--- config.mk ---
export PLATFORM = sky130hd
export DESIGN_NAME = gpio_irq_detect
export DESIGN_NICKNAME = d
export VERILOG_FILES = /design/src/rtl/gpio_irq_pkg.sv /design/src/rtl/gpio_irq_cfg.sv /design/src/rtl/gpio_irq_pin.sv /design/src/rtl/gpio_irq_status.sv /design/src/rtl/gpio_irq_detect.sv
export SDC_FILE = /design/constraint.sdc
export NUM_CORES = 1
export LEC_CHECK = 0
export ABC_AREA = 1
export BUFFER_PORTS_ARGS = -buffer_cell sky130_fd_sc_hd__buf_4
export CAP_MARGIN = 20
export CORE_ASPECT_RATIO = 0.8
export CORE_MARGIN = 1
export CORE_UTILIZATION = 41
export DETAILED_ROUTE_END_ITERATION = 7
export PLACE_DENSITY_LB_ADDON = 0.3
export SYNTH_ARGS = -nofsm -noshare
export SYNTH_HDL_FRONTEND = slang
export SYNTH_SLANG_ARGS = --single-unit
--- constraint.sdc ---
create_clock -name clk -period 1.2 [get_ports clk]
set_input_delay 0.24 -clock clk [delete_from_list [all_inputs] [get_ports clk]]
set_output_delay 0.24 -clock clk [all_outputs]
set_load 0.02 [all_outputs]
--- src/rtl/gpio_irq_pkg.sv ---
package gpio_irq_pkg;
  localparam int ADDR_W = 12;

  localparam logic [ADDR_W-1:0] OFF_MODE   = 12'h404;
  localparam logic [ADDR_W-1:0] OFF_DUAL   = 12'h408;
  localparam logic [ADDR_W-1:0] OFF_POL    = 12'h40C;
  localparam logic [ADDR_W-1:0] OFF_ENABLE = 12'h410;
  localparam logic [ADDR_W-1:0] OFF_RAW    = 12'h414;
  localparam logic [ADDR_W-1:0] OFF_MASKED = 12'h418;
  localparam logic [ADDR_W-1:0] OFF_ACK    = 12'h41C;

  // Detection decision for one pin from its previous and current level.
  function automatic logic pin_hit(input logic prev, input logic cur,
                                   input logic is_out, input logic lvl_mode,
                                   input logic dual, input logic pol);
    logic moved;
    logic match;
    moved = (prev ^ cur) & ~is_out;
    match = (cur == pol);
    return lvl_mode ? match : (moved & (dual | match));
  endfunction

  // Sticky update: detections take priority over acknowledge bits.
  function automatic logic sticky_next(input logic cur, input logic ack,
                                       input logic hit);
    return (cur & ~ack) | hit;
  endfunction
endpackage

--- src/rtl/gpio_irq_cfg.sv ---
module gpio_irq_cfg
  import gpio_irq_pkg::*;
#(
  parameter int PINS = 8
) (
  input  logic              clk,
  input  logic              rst_n,
  input  logic              we,
  input  logic [ADDR_W-1:0] addr,
  input  logic [PINS-1:0]   wdata,
  output logic [PINS-1:0]   mode_o,
  output logic [PINS-1:0]   dual_o,
  output logic [PINS-1:0]   pol_o,
  output logic [PINS-1:0]   enable_o
);
  always_ff @(posedge clk or negedge rst_n) begin
    if (!rst_n) begin
      mode_o   <= '0;
      dual_o   <= '0;
      pol_o    <= '0;
      enable_o <= '0;
    end else if (we) begin
      if (addr == OFF_MODE)   mode_o   <= wdata;
      if (addr == OFF_DUAL)   dual_o   <= wdata;
      if (addr == OFF_POL)    pol_o    <= wdata;
      if (addr == OFF_ENABLE) enable_o <= wdata;
    end
  end
endmodule

--- src/rtl/gpio_irq_pin.sv ---
module gpio_irq_pin
  import gpio_irq_pkg::*;
(
  input  logic clk,
  input  logic rst_n,
  input  logic cur,
  input  logic is_out,
  input  logic lvl_mode,
  input  logic dual,
  input  logic pol,
  output logic hit_o
);
  logic prev_q;

  always_ff @(posedge clk or negedge rst_n) begin
    if (!rst_n) prev_q <= 1'b0;
    else        prev_q <= cur;
  end

  assign hit_o = pin_hit(prev_q, cur, is_out, lvl_mode, dual, pol);
endmodule

--- src/rtl/gpio_irq_status.sv ---
module gpio_irq_status
  import gpio_irq_pkg::*;
#(
  parameter int PINS = 8
) (
  input  logic            clk,
  input  logic            rst_n,
  input  logic [PINS-1:0] hit_i,
  input  logic [PINS-1:0] ack_i,
  output logic [PINS-1:0] stat_o
);
  for (genvar i = 0; i < PINS; i++) begin : g_bit
    always_ff @(posedge clk or negedge rst_n) begin
      if (!rst_n) stat_o[i] <= 1'b0;
      else        stat_o[i] <= sticky_next(stat_o[i], ack_i[i], hit_i[i]);
    end
  end
endmodule

--- src/rtl/gpio_irq_detect.sv ---
module gpio_irq_detect
  import gpio_irq_pkg::*;
#(
  parameter int PINS = 8
) (
  input  logic              clk,
  input  logic              rst_n,
  input  logic [PINS-1:0]   pin_data,
  input  logic [PINS-1:0]   pin_dir,
  input  logic [ADDR_W-1:0] reg_addr,
  input  logic [PINS-1:0]   reg_wdata,
  input  logic              reg_we,
  output logic [PINS-1:0]   reg_rdata,
  output logic              irq
);
  logic [PINS-1:0] mode_q, dual_q, pol_q, enable_q;
  logic [PINS-1:0] hit_vec;
  logic [PINS-1:0] stat_q;
  logic [PINS-1:0] masked;
  logic            ack_pulse;
  logic [PINS-1:0] ack_bits;

  assign ack_pulse = reg_we && (reg_addr == OFF_ACK);
  assign ack_bits  = ack_pulse ? reg_wdata : '0;

  gpio_irq_cfg #(.PINS(PINS)) u_cfg (
    .clk      (clk),
    .rst_n    (rst_n),
    .we       (reg_we),
    .addr     (reg_addr),
    .wdata    (reg_wdata),
    .mode_o   (mode_q),
    .dual_o   (dual_q),
    .pol_o    (pol_q),
    .enable_o (enable_q)
  );

  for (genvar i = 0; i < PINS; i++) begin : g_pin
    gpio_irq_pin u_pin (
      .clk      (clk),
      .rst_n    (rst_n),
      .cur      (pin_data[i]),
      .is_out   (pin_dir[i]),
      .lvl_mode (mode_q[i]),
      .dual     (dual_q[i]),
      .pol      (pol_q[i]),
      .hit_o    (hit_vec[i])
    );
  end

  gpio_irq_status #(.PINS(PINS)) u_status (
    .clk    (clk),
    .rst_n  (rst_n),
    .hit_i  (hit_vec),
    .ack_i  (ack_bits),
    .stat_o (stat_q)
  );

  assign masked = stat_q & enable_q;
  assign irq    = |masked;

  always_comb begin
    case (reg_addr)
      OFF_MODE:   reg_rdata = mode_q;
      OFF_DUAL:   reg_rdata = dual_q;
      OFF_POL:    reg_rdata = pol_q;
      OFF_ENABLE: reg_rdata = enable_q;
      OFF_RAW:    reg_rdata = stat_q;
      OFF_MASKED: reg_rdata = masked;
      default:    reg_rdata = '0;
    endcase
  end
endmodule

==> flow_metrics.tcl, run 1 <==
set metrics [dict create \
    status "complete, but fails checks" \
    violations "setup timing" \
    syn_avg_cell_area_um2 8.51 \
    die-area_um2 7150 \
    p_leak_nw 1.78 \
    period_needed_ps 1570 \
    power_density_nw_per_um2 801 \
    fin_cells 494 \
    r2r_start "u_cfg.pol_o[0]" \
    nNetsFinal 448 \
    ios 48 \
    fp.dieW_um 94.3 \
    drv_slew 0 \
    track_usage_pct 19.6 \
    arrival_ps 1330 \
    worstHoldPathType "in -> reg" \
    cap_violations 0 \
    finalSetupViolCount 9 \
    fin_total_pwr_mw 3.05 \
    wl_um 6450 \
    syn_area_um2 2790 \
    clockBufferDepth 2 \
    cts_tree "done" \
    antenna_found_initial 0 \
    drive_gt1_share_pct 43.7 \
    dp_cells 484 \
    grt_pass1_wl_um 10500 \
    timing.fmax_mhz 638 \
    grt_max_degree 27 \
    die_h_um 75.8 \
    drtAntennaViolNets 0 \
    synth_seq_cells 48 \
    ys_seq_area_share_pct 43.0 \
    rsz0062_at_grt "true" \
    grt_overflow 0 \
    start_util_pct 43.1 \
    clkTransAtPathRegs_ps 100 \
    irDropWorstVdd_mv 0.435 \
    drtIter0Drc 159 \
    ys_warn_count 0 \
    netlist.top_cell.by_area "dfrtp_1" \
    dp_hpwl_um 4480 \
    endpoint_kind "output port" \
    design_area_um2 3810 \
    critPathKind "reg -> out" \
    synth_area_leaders "dfrtp_1 (43%), o21ai_2 (11%), nand2_1 (10%)" \
    crit_end "irq" \
    gp_congestion 0.813 \
    tightestPinTransition_ps 275 \
    grt_pass1_vias 2261 \
    cp-start-kind "flop" \
    place_area_um2 3570 \
    first_pass_iters 4 \
    drcViolationCount 0 \
    worstSkewPairLatency_ps 310 \
    clockRootBuffer "clkbuf_8" \
    utilization_pct 58.8 \
    startpoint "u_status.stat_o[2]" \
    slew_headroom_pct 81.7 \
    synth_nets 367 \
    finalCritPeriodShare_pct 131 \
    insertedDiodeCount 0 \
    port_buffers 47 \
    whs_ps 58.7 \
    routedWlPerCell_um 13.1 \
    cts_sinks 48 \
    finClkSkew_ps 7.71 \
    cp.required_ps 960 \
    reg2regPathDepth 4 \
    n_fill_cell 577 \
    netlist.area_leader.share_pct 43.0 \
    syn_to_final_growth_pct 36.3 \
    layout_setup_ws_ps -368 \
    num_rows 26 \
    hold_depth 1 \
    worstPathMaxFanout 2 \
    coreArea_um2 6470 \
    vias_per_cell 4.88 \
    cts.htree.levels 2 \
    vias 2409 \
    final.setup.tns_ps -2890 \
    synthCells 328 \
    r2r_end "u_status.stat_o[0]" \
    post_synth_num_cell_types 24 \
    r2r_slack_ps 220 \
    dpl_worst_slack_ps -396 \
    cts_buffers 5 \
    hold_viol 0 \
]
repair_timing:
| item | in CTS | in global routing |
|---|---|---|
| pin swaps | 8 | 4 |
| hold buffers | 1 | 0 |
| endpoints found under the setup margin | 11 | 32 |
| gates cloned | 0 | 0 |
| gates resized for setup | 25 | 12 |
| hold endpoints to repair | 11 | 0 |
| buffers inserted | 1 | 0 |
cell families (layout without fill, tap and decap cells):
kind of cell	count (synthesis)	after routing	synth area share (%)
and+or+nand+nor	161	161	28.9
buffers and inverters	42	124	7.57
AOI/OAI and AO/OA	61	61	15.5
DFF	48	48	43.0
xor gates and xnor gates	16	16	5.02
sequential cells by signal, indices dropped and copies added (netlist names):
signal              cells
g_pin.u_pin.prev_q      8
u_cfg.dual_o            8
u_cfg.enable_o          8
u_cfg.mode_o            8
u_cfg.pol_o             8
u_status.stat_o         8
worst min path at each step:
stage | startpoint | end | slack [ps]
finish | pin_data[7] | g_pin[7].u_pin.prev_q | 60
global route | pin_data[7] | g_pin[7].u_pin.prev_q | 50
CTS | pin_data[7] | g_pin[7].u_pin.prev_q | 60
detailed placement | rst_n | u_status.stat_o[4] | 100
global placement | rst_n | u_status.stat_o[4] | 100
floorplan | rst_n | g_pin[0].u_pin.prev_q | -60
routing by layer:
metal / up-vias / wire length (µm) / track usage [%]
met5: - / 0 / 0
met4: 0 / 65 / 5.81
met3: 7 / 473 / 3.99
met2: 72 / 3030 / 33.8
met1: 1092 / 2880 / 25.3
li1: 1238 / - / -
power breakdown:
| group | total (mW) | switching (mW) | leakage (nW) | internal, mW |
|---|---|---|---|---|
| clock | 1.04 | 0.571 | 0.0516 | 0.472 |
| combinational | 0.362 | 0.186 | 1.12 | 0.175 |
| sequential | 1.65 | 0.0105 | 0.610 | 1.64 |
placed cells by master, fill, tap and decap left out:
cell type,n
nor2_4,8
clkbuf_8,6
nand3_2,6
nor2_2,6
buf_12,7
or2_4,1
o21ai_0,23
buf_8,1
nand3_1,39
buf_6,14
xnor2_1,8
inv_6,1
nor3_2,1
clkinv_2,1
dfrtp_1,48
buf_4,61
o21ai_1,2
dlygate4sd3_1,1
nand2_4,2
inv_8,1
nand2_8,1
nand2_2,17
xor2_1,8
nor2_8,1
nand2_1,62
o21ai_2,36
nand3_4,3
nor2_1,12
inv_1,26
nand4_1,2
inv_2,4
inv_4,1
cell usage after synthesis:
library cell  number
nor2_4             5
nand3_2            2
nand2_2            6
inv_2              4
nor3_2             1
nand4_1            2
buf_6              5
nand3_1           43
o21ai_1            3
nor2_2             2
nand2_1           75
buf_4              4
xnor2_1            8
dfrtp_1           48
nor2_1            19
nand2_4            1
nand3_4            3
buf_2              1
o21ai_2           34
o21ai_0           24
inv_1             28
xor2_1             8
nor2_8             1
or2_2              1
worst max-delay path, cell delays in order (launching register included):
cell and delay, ps:
dfrtp_1 420, nand2_2 120, nand4_1 110, or2_4 250, buf_6 130
layout make-up:
cell class	instances	area (µm²)	area share [%]
timing repair buffer	84	781	20.5
tap	84	105	2.76
clock buffer	6	82.6	2.17
inverter	32	130	3.42
clock inverter	2	13.8	0.361
sequential	48	1200	31.5
multi-input combinational	238	1490	39.2
Power figures use the tool's default switching activity.
==> run 2: changes to the inputs <==
--- a/config.mk
+++ b/config.mk
@@ -6,12 +6,12 @@
 export NUM_CORES = 1
 export LEC_CHECK = 0
 export ABC_AREA = 1
-export BUFFER_PORTS_ARGS = -buffer_cell sky130_fd_sc_hd__buf_4
 export CAP_MARGIN = 20
 export CORE_ASPECT_RATIO = 0.8
 export CORE_MARGIN = 1
 export CORE_UTILIZATION = 41
 export DETAILED_ROUTE_END_ITERATION = 7
+export DONT_BUFFER_PORTS = 1
 export PLACE_DENSITY_LB_ADDON = 0.3
 export SYNTH_ARGS = -nofsm -noshare
 export SYNTH_HDL_FRONTEND = slang
==> run 2 against run 1 <==
  * The run ends with hold timing, setup timing left
  * Register-to-register slack improved by 40 ps
  * Via count decreased by 2.2%
  * Wire length grew 13%
  * Flip-flop and latch count stayed put
  * Total power shrank 5.0%
  * Utilization is 2.6 points lower
  * Combinational power fell by 40%
  * Cell area shrank 4.4%
  * Clock power about the same
  * Highest routed layer unchanged
  * Critical path type unchanged
==> flow_metrics.tcl, run 2 (synthesized netlist as in run 1, its figures left out) <==
set metrics [dict create \
    rsz0062_at_grt "true" \
    drtIter0Drc 132 \
    p_leak_nw 1.59 \
    drtAntennaViolNets 0 \
    cts_sinks 48 \
    port_buffers 0 \
    syn_to_final_growth_pct 30.3 \
    hold_viol 48 \
    cts_tree "done" \
    worstPathMaxFanout 3 \
    crit_slowest_cell "dfrtp_1" \
    startpoint "u_status.stat_o[2]" \
    antenna_found_initial 0 \
    clockBufferDepth 2 \
    slew_headroom_pct 79.6 \
    routedWlPerCell_um 16.0 \
    ios 48 \
    die-area_um2 7150 \
    wl_um 7280 \
    r2r_start "u_cfg.pol_o[6]" \
    layout_setup_ws_ps -276 \
    start_util_pct 43.1 \
    finalSetupViolCount 10 \
    fp.dieW_um 94.3 \
    place_area_um2 3160 \
    num_rows 26 \
    worstSkewPairLatency_ps 300 \
    grt_max_degree 49 \
    cts-hold-fix-buffers 8 \
    cts.htree.levels 2 \
    insertedDiodeCount 0 \
    nNetsFinal 409 \
    worstHoldPathType "in -> async" \
    layout_commonest_cell "nand2_1" \
    grt_pass1_wl_um 11100 \
    fin_cells 455 \
    first_pass_iters 4 \
    coreArea_um2 6470 \
    design_area_um2 3640 \
    track_usage_pct 20.7 \
    grt_pass1_vias 2219 \
    fin_total_pwr_mw 2.90 \
    drv_slew 0 \
    clkTransAtPathRegs_ps 90 \
    arrival_ps 1240 \
    dp_cells 429 \
    dp_hpwl_um 4500 \
    final.setup.tns_ps -2160 \
    clockRootBuffer "clkbuf_8" \
    critPathKind "reg -> out" \
    n_fill_cell 596 \
    path_cells "nand2_2, nand4_1, or2_4" \
    gp_congestion 0.779 \
    cp.required_ps 960 \
    die_h_um 75.8 \
    cap_violations 0 \
    tightestPinTransition_ps 306 \
    final_cell_mix "nand2_1 (58), dfrtp_1 (48), o21ai_2 (41)" \
    timing.fmax_mhz 678 \
    cts_buffers 5 \
    grt_overflow 0 \
    power_density_nw_per_um2 796 \
    period_needed_ps 1480 \
    utilization_pct 56.2 \
    vias_per_cell 5.18 \
    whs_ps -385 \
    finClkSkew_ps 6.10 \
    finalCritPeriodShare_pct 123 \
    dpl_worst_slack_ps -202 \
    violations "hold timing, setup timing" \
    status "complete, but fails checks" \
    irDropWorstVdd_mv 0.631 \
    max_stage_delay_ps 430 \
    drive_gt1_share_pct 40.4 \
    endpoint_kind "output port" \
    vias 2356 \
    drcViolationCount 0 \
    cp-start-kind "flop" \
]
[run 2: changes by cell type in the layout (fill, tap and decap cells not counted), moves of 2 or more]
cell	previous run	this run
o21ai_2	36	41
nor2_1	12	10
nand3_4	3	5
dlygate4sd3_1	1	8
nand3_1	39	33
nand2_2	17	20
nand3_2	6	11
buf_6	14	5
o21ai_0	23	17
nand2_1	62	58
buf_4	61	20
buf_12	7	9
[run 2: final timing paths]
kind | to | slack (ps) | cells past startpoint
max in group asynchronous | g_pin[0].u_pin.prev_q | 1480 | 0
setup / recovery | irq | -280 | 3
min in group clk | u_cfg.enable_o[5] | 160 | 2
hold / removal | u_status.stat_o[2] | -390 | 0
hold reg to reg | u_status.stat_o[1] | 510 | 2
setup reg to reg | u_status.stat_o[6] | 260 | 4
[run 2: where the power goes]
group          total [mW]  switching (mW)  internal, mW
logic               0.219           0.117         0.102
clock network        1.03           0.562         0.469
registers            1.65          0.0110          1.64
total                2.90           0.690          2.21
[run 2: layout make-up]
type                       count  area, µm²  area share (%)
multi-input combinational    239       1600            44.1
sequential                    48       1200            33.0
timing repair buffer          44        507            13.9
inverter                      32        128            3.51
tap                           84        105            2.89
clock buffer                   7       86.3            2.37
clock inverter                 1       7.51           0.206
[run 2: timing repair]
action | CTS | global route
resized for setup | 18 | 39
buffers inserted | 3 | 5
endpoints found under the hold margin | 56 | 48
setup endpoints to repair | 9 | 25
cloned | 1 | 2
pin swaps | 14 | 22
[run 2: per-layer routing]
metal	up-vias	part of all wire, %	track usage, %
li1	1166	-	-
met1	1119	46	28.0
met2	65	48	34.2
met3	6	5.0	3.99
met4	0	0.78	5.81
met5	-	0	0
[run 2: worst max-delay path: cells and delay by family, from the launching register on]
kind,cells,cell delay (ps)
flip-flops,1,430
AND/OR/NAND/NOR,3,500
